`config.mk`:
```
export PLATFORM = sky130hd
export DESIGN_NAME = bb_alias_bridge
export DESIGN_NICKNAME = d
export VERILOG_FILES = /design/src/rtl/bb_pkg.sv /design/src/rtl/bb_addr_map.sv /design/src/rtl/bb_bit_merge.sv /design/src/rtl/bb_alias_bridge.sv
export SDC_FILE = /design/constraint.sdc
export NUM_CORES = 1
export LEC_CHECK = 0
export BUFFER_PORTS_ARGS = -buffer_cell sky130_fd_sc_hd__buf_4
export CAP_MARGIN = 10
export CELL_PAD_IN_SITES_DETAIL_PLACEMENT = 1
export CELL_PAD_IN_SITES_GLOBAL_PLACEMENT = 1
export CORE_ASPECT_RATIO = 1.4
export CORE_MARGIN = 2
export CORE_UTILIZATION = 29
export CTS_CLUSTER_SIZE = 28
export DETAILED_ROUTE_END_ITERATION = 7
export MAX_ROUTING_LAYER = met4
export PLACE_DENSITY = 0.88
export SLEW_MARGIN = 20
export SYNTH_ARGS = -nofsm -noshare
export SYNTH_HDL_FRONTEND = slang
export SYNTH_SLANG_ARGS = --single-unit
```
`constraint.sdc`:
```
create_clock -name clk -period 1.7 [get_ports clk]
set_clock_uncertainty 0.05 [all_clocks]
set_input_delay 0.085 -clock clk [delete_from_list [all_inputs] [get_ports clk]]
set_output_delay 0.085 -clock clk [all_outputs]
set_load 0.01 [all_outputs]
```
`src/rtl/bb_pkg.sv`:
```
package bb_pkg;

    typedef enum logic [1:0] {
        ST_IDLE  = 2'd0,
        ST_READ  = 2'd1,
        ST_WBACK = 2'd2
    } bb_state_e;

    // size code 3 is folded onto word
    function automatic logic [1:0] norm_size(input logic [1:0] sz);
        return (sz == 2'd3) ? 2'd2 : sz;
    endfunction

endpackage

```
`src/rtl/bb_addr_map.sv`:
```
module bb_addr_map #(
    parameter int          ADDR_W    = 32,
    parameter int          DATA_W    = 32,
    parameter int          WIN_W     = 25,
    parameter logic [31:0] BASE_ADDR = 32'h2000_0000
) (
    input  logic [ADDR_W-1:0]         alias_addr,
    input  logic [1:0]                size_n,
    output logic [ADDR_W-1:0]         tgt_addr,
    output logic [$clog2(DATA_W)-1:0] bit_idx
);
    localparam int IDX_W = $clog2(DATA_W);
    localparam int SHIFT = $clog2(DATA_W / 8) + 3;

    logic [ADDR_W-1:0] off;
    logic [ADDR_W-1:0] raw;
    logic [ADDR_W-1:0] align_mask;
    logic [IDX_W-1:0]  idx_mask;

    always_comb begin
        off        = {{(ADDR_W-WIN_W){1'b0}}, alias_addr[WIN_W-1:0]};
        raw        = ADDR_W'(BASE_ADDR) | (off >> SHIFT);
        align_mask = ~((ADDR_W'(1) << size_n) - ADDR_W'(1));
        idx_mask   = IDX_W'((32'd8 << size_n) - 32'd1);
        tgt_addr   = raw & align_mask;
        bit_idx    = alias_addr[IDX_W+1:2] & idx_mask;
    end

endmodule

```
`src/rtl/bb_bit_merge.sv`:
```
module bb_bit_merge #(
    parameter int DATA_W = 32
) (
    input  logic [DATA_W-1:0]         unit_in,
    input  logic [$clog2(DATA_W)-1:0] bit_idx,
    input  logic                      new_bit,
    output logic                      bit_val,
    output logic [DATA_W-1:0]         unit_out
);
    logic [DATA_W-1:0] sel;

    always_comb begin
        sel      = DATA_W'(1) << bit_idx;
        bit_val  = |(unit_in & sel);
        unit_out = new_bit ? (unit_in | sel) : (unit_in & ~sel);
    end

endmodule

```
`src/rtl/bb_alias_bridge.sv`:
```
module bb_alias_bridge
    import bb_pkg::*;
#(
    parameter int          ADDR_W    = 32,
    parameter int          DATA_W    = 32,
    parameter int          WIN_W     = 25,
    parameter logic [31:0] BASE_ADDR = 32'h2000_0000
) (
    input  logic              clk,
    input  logic              rst_n,
    input  logic              s_valid,
    output logic              s_ready,
    input  logic              s_write,
    input  logic [1:0]        s_size,
    input  logic [ADDR_W-1:0] s_addr,
    input  logic [DATA_W-1:0] s_wdata,
    output logic              s_rvalid,
    output logic [DATA_W-1:0] s_rdata,
    output logic              m_valid,
    input  logic              m_ready,
    output logic              m_write,
    output logic [1:0]        m_size,
    output logic [ADDR_W-1:0] m_addr,
    output logic [DATA_W-1:0] m_wdata,
    input  logic              m_rvalid,
    input  logic [DATA_W-1:0] m_rdata
);
    localparam int IDX_W = $clog2(DATA_W);

    typedef struct packed {
        bb_state_e         state;
        logic              issued;
        logic              is_wr;
        logic              wbit;
        logic [1:0]        size;
        logic [IDX_W-1:0]  idx;
        logic [ADDR_W-1:0] tgt;
        logic [DATA_W-1:0] unit;
        logic              resp_v;
        logic              resp_bit;
    } regs_t;

    regs_t r_d, r_q;

    logic [1:0]        req_size_n;
    logic [ADDR_W-1:0] req_tgt;
    logic [IDX_W-1:0]  req_idx;
    logic              rd_bit;
    logic [DATA_W-1:0] merged;

    assign req_size_n = norm_size(s_size);

    bb_addr_map #(
        .ADDR_W(ADDR_W), .DATA_W(DATA_W), .WIN_W(WIN_W), .BASE_ADDR(BASE_ADDR)
    ) u_map (
        .alias_addr (s_addr),
        .size_n     (req_size_n),
        .tgt_addr   (req_tgt),
        .bit_idx    (req_idx)
    );

    bb_bit_merge #(.DATA_W(DATA_W)) u_merge (
        .unit_in  (m_rdata),
        .bit_idx  (r_q.idx),
        .new_bit  (r_q.wbit),
        .bit_val  (rd_bit),
        .unit_out (merged)
    );

    // outputs derived from registered state only
    always_comb begin
        s_ready  = (r_q.state == ST_IDLE);
        s_rvalid = r_q.resp_v;
        s_rdata  = {{(DATA_W-1){1'b0}}, r_q.resp_bit};
        m_valid  = ((r_q.state == ST_READ) && !r_q.issued) || (r_q.state == ST_WBACK);
        m_write  = (r_q.state == ST_WBACK);
        m_size   = r_q.size;
        m_addr   = r_q.tgt;
        m_wdata  = r_q.unit;
    end

    always_comb begin
        r_d          = r_q;
        r_d.resp_v   = 1'b0;
        unique case (r_q.state)
            ST_IDLE: begin
                if (s_valid) begin
                    r_d.state    = ST_READ;
                    r_d.issued   = 1'b0;
                    r_d.is_wr    = s_write;
                    r_d.wbit     = s_wdata[0];
                    r_d.size     = req_size_n;
                    r_d.idx      = req_idx;
                    r_d.tgt      = req_tgt;
                    r_d.resp_bit = 1'b0;
                end
            end
            ST_READ: begin
                if (!r_q.issued && m_ready) begin
                    r_d.issued = 1'b1;
                end
                if (r_q.issued && m_rvalid) begin
                    if (r_q.is_wr) begin
                        r_d.unit  = merged;
                        r_d.state = ST_WBACK;
                    end else begin
                        r_d.resp_v   = 1'b1;
                        r_d.resp_bit = rd_bit;
                        r_d.state    = ST_IDLE;
                    end
                end
            end
            ST_WBACK: begin
                if (m_ready) begin
                    r_d.resp_v   = 1'b1;
                    r_d.resp_bit = 1'b0;
                    r_d.state    = ST_IDLE;
                end
            end
            default: r_d.state = ST_IDLE;
        endcase
    end

    always_ff @(posedge clk) begin
        if (!rst_n) begin
            r_q <= '0;
        end else begin
            r_q <= r_d;
        end
    end

endmodule

```
# [Word level (Yosys, flattened, before mapping)]
# Cells that the tools add are included.
[classes] add_sub_neg=2 multipliers=0 div=0 order_cmp=0 n_eq_ne=8 shift=3 muxes=15 bitwise_logic=7 reduce_logical=14
[ops] cell="$and A32 B32 Y32" n=2
[ops] cell="$not A32 Y32" n=2
[ops] cell="$mux W44" n=1
[ops] cell="$and A30 B32 Y32" n=1
[ops] cell="$mux W32" n=1
[ops] cell="$or A32 B32 Y32" n=1
[ops] cell="$reduce_or A32 Y1" n=1
[ops] cell="$shl A1 B2 Y32 const A" n=1
[ops] cell="$shl A1 B5 Y32 const A" n=1
[ops] cell="$sub A32 B2 Y32 const B" n=1
[ops] cell="$mux W2" n=7
[ops] cell="$reduce_and A3 Y1" n=3
[ops] cell="$ne A2 B2 Y1 const B" n=3
[ops] cell="$pmux W2 S3" n=1
[ops] cell="$and A5 B5 Y5" n=1
[ops] cell="$reduce_and A5 Y1" n=1
[ops] cell="$shl A4 B2 Y5 const A" n=1
[ops] cell="$sub A5 B1 Y5 const B" n=1
[ops] cell="$eq A2 B2 Y1 const B" n=2
[ops] cell="$ne A2 B1 Y1 const B" n=2
[ops] cell="$pmux W1 S2" n=2
[ops] cell="$logic_and A1 B1 Y1" n=3
[ops] cell="$pmux W1 S3" n=1
[ops] cell="$reduce_bool A3 Y1" n=1
[ops] cell="7 further kinds" n=8
[word_totals] ff_bits=78 latchBits=0 ram_bits=0 rom_bits=0 input_bits=104 out_inout_bits=102 mem_count=0

# [Logic depth before layout (Yosys ltp)]
[logic_depth] depth_word=8 mapped_depth=8 depth_no_buf=7

# [Cells and area by module]
# A second synthesis with hierarchy kept.
[unflattened] hier_cells=644 area_unflattened_um2=4951.0
[modules_own_cells] module="bb_alias_bridge" instances=1 cells_per_inst=458 area_per_inst_um2=3626.0 seq_area_each_um2=1561.5
[modules_own_cells] module="bb_bit_merge" instances=1 cells_per_inst=139 area_per_inst_um2=1007.2 seq_area_each_um2=0.0
[modules_own_cells] module="bb_addr_map" instances=1 cells_per_inst=47 area_per_inst_um2=317.8 seq_area_each_um2=0.0

# [Worst setup path after synthesis]
# Ideal clock, no wire load.
[synth_path] path_kind="register to register" start="register r_q[76] (netlist name)" end="register r_q (netlist bit s_rdata[0])" setup_ns=0.120 t_arrival_ns=1.701 path_slack_ns=-0.171 stages_incl_launch_ff=8 n_path_buf=0 period_less_slack_ns=1.871 cell_sequence="dfxtp_1 inv_1 ha_1 nor2b_1 a21o_1 o41ai_4 nand4_1 o31a_1"
[synth_via] elab_chain_cells=3 elab_cells_between_ends=10 cone_classes="6 x eq/ne; 1 x mux; 3 x reduce/logical"
[synth_rtl] element="start, declared" line="bb_alias_bridge.sv:43" text="regs_t r_d, r_q;"
[synth_rtl] element="start signal, assigned" line="bb_alias_bridge.sv:128" text="r_q <= r_d;"
[synth_rtl] element="$eq A2 B2 Y1 (*)"
[synth_rtl] element="net m_write" line="bb_alias_bridge.sv:21" text="output logic m_write,"
[synth_rtl] element="$ne A2 B2 Y1 (no line) / $reduce_bool A3 Y1 (equally long branches)"
[synth_rtl] element="$reduce_and A5 Y1 (no line)"
# The timed path passes the listed nets; every way through them passes the cells marked *.
# A chain may end at the register's enable or synchronous reset.

# [Worst setup path in the final report]
[layout_path] start="register r_q[68] (netlist name)" end="register r_q (netlist bit s_rdata[0])"
[layout_via] elab_chain_cells=6
[layout_rtl] element="$shl A1 B5 Y32" line="bb_bit_merge.sv:13" text="sel = DATA_W'(1) << bit_idx;"
[layout_rtl] element="$and A32 B32 Y32" line="bb_bit_merge.sv:14" text="bit_val = |(unit_in & sel);"
[layout_rtl] element="$reduce_or A32 Y1" line="bb_bit_merge.sv:14"
[layout_rtl] element="$mux W2" line="bb_alias_bridge.sv:103" text="if (r_q.is_wr) begin"
[layout_rtl] element="$mux W2" line="bb_alias_bridge.sv:102" text="if (r_q.issued && m_rvalid) begin"
[layout_rtl] element="$pmux W1 S3" line="bb_alias_bridge.sv:85" text="unique case (r_q.state)"
# Every way passes these cells. The select of a mux whose other input is x is not followed.

==> run metrics <==
outcome=complete, but fails checks; failing checks=negative setup slack; nature of the critical path endpoint=register; R2R cell count=5; placed cell area=0.00495 mm2; top cell type's share of synthesized area=32.8%; wire length per cell=18.5 um; share of cells above drive strength 1=38.1%; Synthesis Warnings=0; Buffers on Ports=123; vias in the first global route=4,344; reg2reg end=s_rdata[0]; Top delay family on crit path=compound AO/OA/AOI/OAI gates; drt drc=0; grt ovf=0; Crit Path Class=reg2reg; Crit path arrival time=2.00 ns; Peak supply drop=400 uV; gr usage total=19.5%; Synth cell types=46; CP Capture Point=s_rdata[0]; final net count=785; CP Launch Type=register; Die H=145 um; antenna violations before repair=0; HP Class=in2reg; Rows=51; worst setup margin=-0.127 ns; final max-slew violation count=0; flop and latch count out of synthesis=67; synthesized instance count=530; Max-Cap Viols=0; syn avg cell area=7.72 um2; mapped cell area=0.00409 mm2; I/O Pins=206; post-layout util=44.3%; flop2flop setup slack=-0.13 ns; Die ar.=0.0151 mm2; R2R Path Start=r_q[68]; Worst Tran Pin Value=0.471 ns; CP Max Fanout=19; Seq/Total Area, Yosys=32.8%; first-pass iteration count of the detailed router=4; static leakage power=2.59 nW; crit-path cells=buf_4, nand2b_1, o22ai_1, mux2_2, o31a_1; detailed placer's ending HPWL=9980 um; TritonCTS buffer count=9; first-pass GRT wire length=22,300 um; number of routed nets with antenna violations=0; core area=0.0138 mm2; Rel. slew slack=67.8%; achievable frequency=547 MHz; Starting Density=29.5%; vias per cell=4.92; RSZ-0062 raised after global routing=yes; Synth async-reset ratio=0%; Tmin final=1.83 ns; Critical Path Slowest Stage Cell=dfxtp_2; DR vias=4,266; EDFF count, synth=0; Area contributors post-synth=dfxtp_1, buf_4, nand2_1; Top FF cell, synth=dfxtp_1; Fin Setup TNS=-0.324 ns; clk buf depth=2; H-tree depth=3; Finished Cell Area=0.00613 mm2; TritonCTS clock tree=built; Worst-Skew Late Latency=0.33 ns; Filler cells=1,626; fin cells=867; clk sink count=67; # setup viols final=6; register area=0.00135 mm2; Placed Instances=797; critical path depth in cells=5; Detailed Route WL=16,100 um; DR iter-0 viols=136; Area Growth Syn to Fin=50.0%; largest net degree at the start of global routing=25; # diodes=0; Die W=104 um; period utilization=107%; worst hold path stage count=3; Bufs and invs on worst path=1; Root Buffer Master=clkbuf_16; clock-pin slew on the worst setup and hold paths=0.06 ns; cell taking the most area after synthesis=dfxtp_1; final-report hold violation count=0; crit-path max cell delay=0.34 ns; critical path required time=1.87 ns; Worst Setup SP=r_q[68]; RD Place Congestion=0.856; area of the multi-input gates=0.00222 mm2; pwr dens=739 mW/mm2; Total Power=0.00453 W
sequential cells by signal (all words and copies together) (netlist names):
signal,flops
m_wdata,32
m_addr,21
r_q,10
m_size,2
s_rdata,1
s_rvalid,1
cells in the mapped netlist, drive strengths merged, types with 2 or more instances:
cell and n:
or3b 3, nor2 47, ha 4, nand3 18, nor3b 6, and2 3
a211oi 10, dfxtp 67, mux2 2, nand2b 4, o311ai 11, a311oi 13
a21o 2, nor2b 5, clkbuf 25, o22ai 2, nand3b 6, o21ai 27
nor3 6, nand2 89, inv 5, a22oi 4, a2111oi 2, buf 108
mux2i 13, a21oi 37
cell usage in the layout (no fill, tap or decap), types with 5 or more instances in the layout:
master / instances
nor2_1: 36
clkbuf_16: 12
dfxtp_1: 63
o311ai_1: 5
nand3_1: 18
buf_4: 168
buf_12: 6
conb_1: 42
a311oi_2: 8
nor2_2: 6
nor3_1: 5
buf_6: 12
a21oi_1: 37
nand2_1: 88
dlygate4sd3_1: 38
o21ai_1: 11
a211oi_1: 6
nand3b_1: 6
o21ai_0: 14
mux2i_1: 12
nor2_4: 5
a311oi_1: 5
worst min-delay path by stage:
stage | from | endpoint | slack, ns
after floorplan | rst_n | s_rvalid | 0.16
after global placement | s_addr[11] | m_addr[6] | 0.28
after detailed placement | s_addr[8] | m_addr[3] | 0.29
after CTS | m_rdata[0] | m_wdata[0] | 0.001
after global routing | s_size[0] | m_size[0] | 0.01
final | s_size[0] | m_size[0] | 0.01
worst register-to-register path, delay by kind of cell, from the launching register on:
family	cells	cell delay (ns)
AOI/OAI and AO/OA	2	0.49
buffers and inverters	1	0.24
DFF	1	0.34
and+or+nand+nor	1	0.30
muxes	1	0.30
where the power goes:
| part | switching, W | internal, W | leakage [nW] |
|---|---|---|---|
| combinational | 0.000505 | 0.000465 | 1.90 |
| clock | 0.000727 | 0.00117 | 0.145 |
| sequential | 0.0000427 | 0.00162 | 0.547 |
| total | 0.00127 | 0.00326 | 2.59 |
per-stage QoR:
stage | hold slack, ns | setup WS, ns
floorplan | 0.161 | -0.0228
global placement | 0.283 | -0.0941
detailed placement | 0.292 | -0.176
CTS | 0.00105 | -0.152
global route | 0.0134 | -0.190
finish | 0.0137 | -0.127
metal layers:
layer | wire [um] | track usage [%] | up-vias
met2 | 8880 | 36.8 | 184
li1 | - | - | 1974
met3 | 813 | 3.56 | 49
met1 | 5760 | 19.6 | 2059
met5 | 0 | - | -
met4 | 616 | 8.96 | 0
layout make-up:
cell class | instances | area share [%]
clock buffer | 11 | 3.96
clock inverter | 5 | 0.857
inverter | 5 | 0.347
multi-input combinational | 365 | 36.2
sequential | 67 | 22.0
tap | 185 | 3.77
timing repair buffer | 229 | 32.8
what timing repair did:
item | CTS | global route
gates resized for setup | 20 | 67
setup buffers | 6 | 8
setup endpoints to repair | 33 | 34
pin swaps | 8 | 22
cloned | 2 | 3
hold endpoints to repair | 38 | 0
hold buffers | 38 | 0
kinds of logic (layout without fill, tap and decap cells):
kind of cell    count (synthesis)  after routing  share of synthesized area [%]
simple gates                  190            190                           20.8
fa+ha+maj                       4              4                           1.22
flops                          67             67                           32.8
other cells                     1             42                         0.0917
buf+inv                       139            250                           22.5
mux                            16             16                           4.28
compound gates                113            113                           18.3
Power figures use the tool's default switching activity.
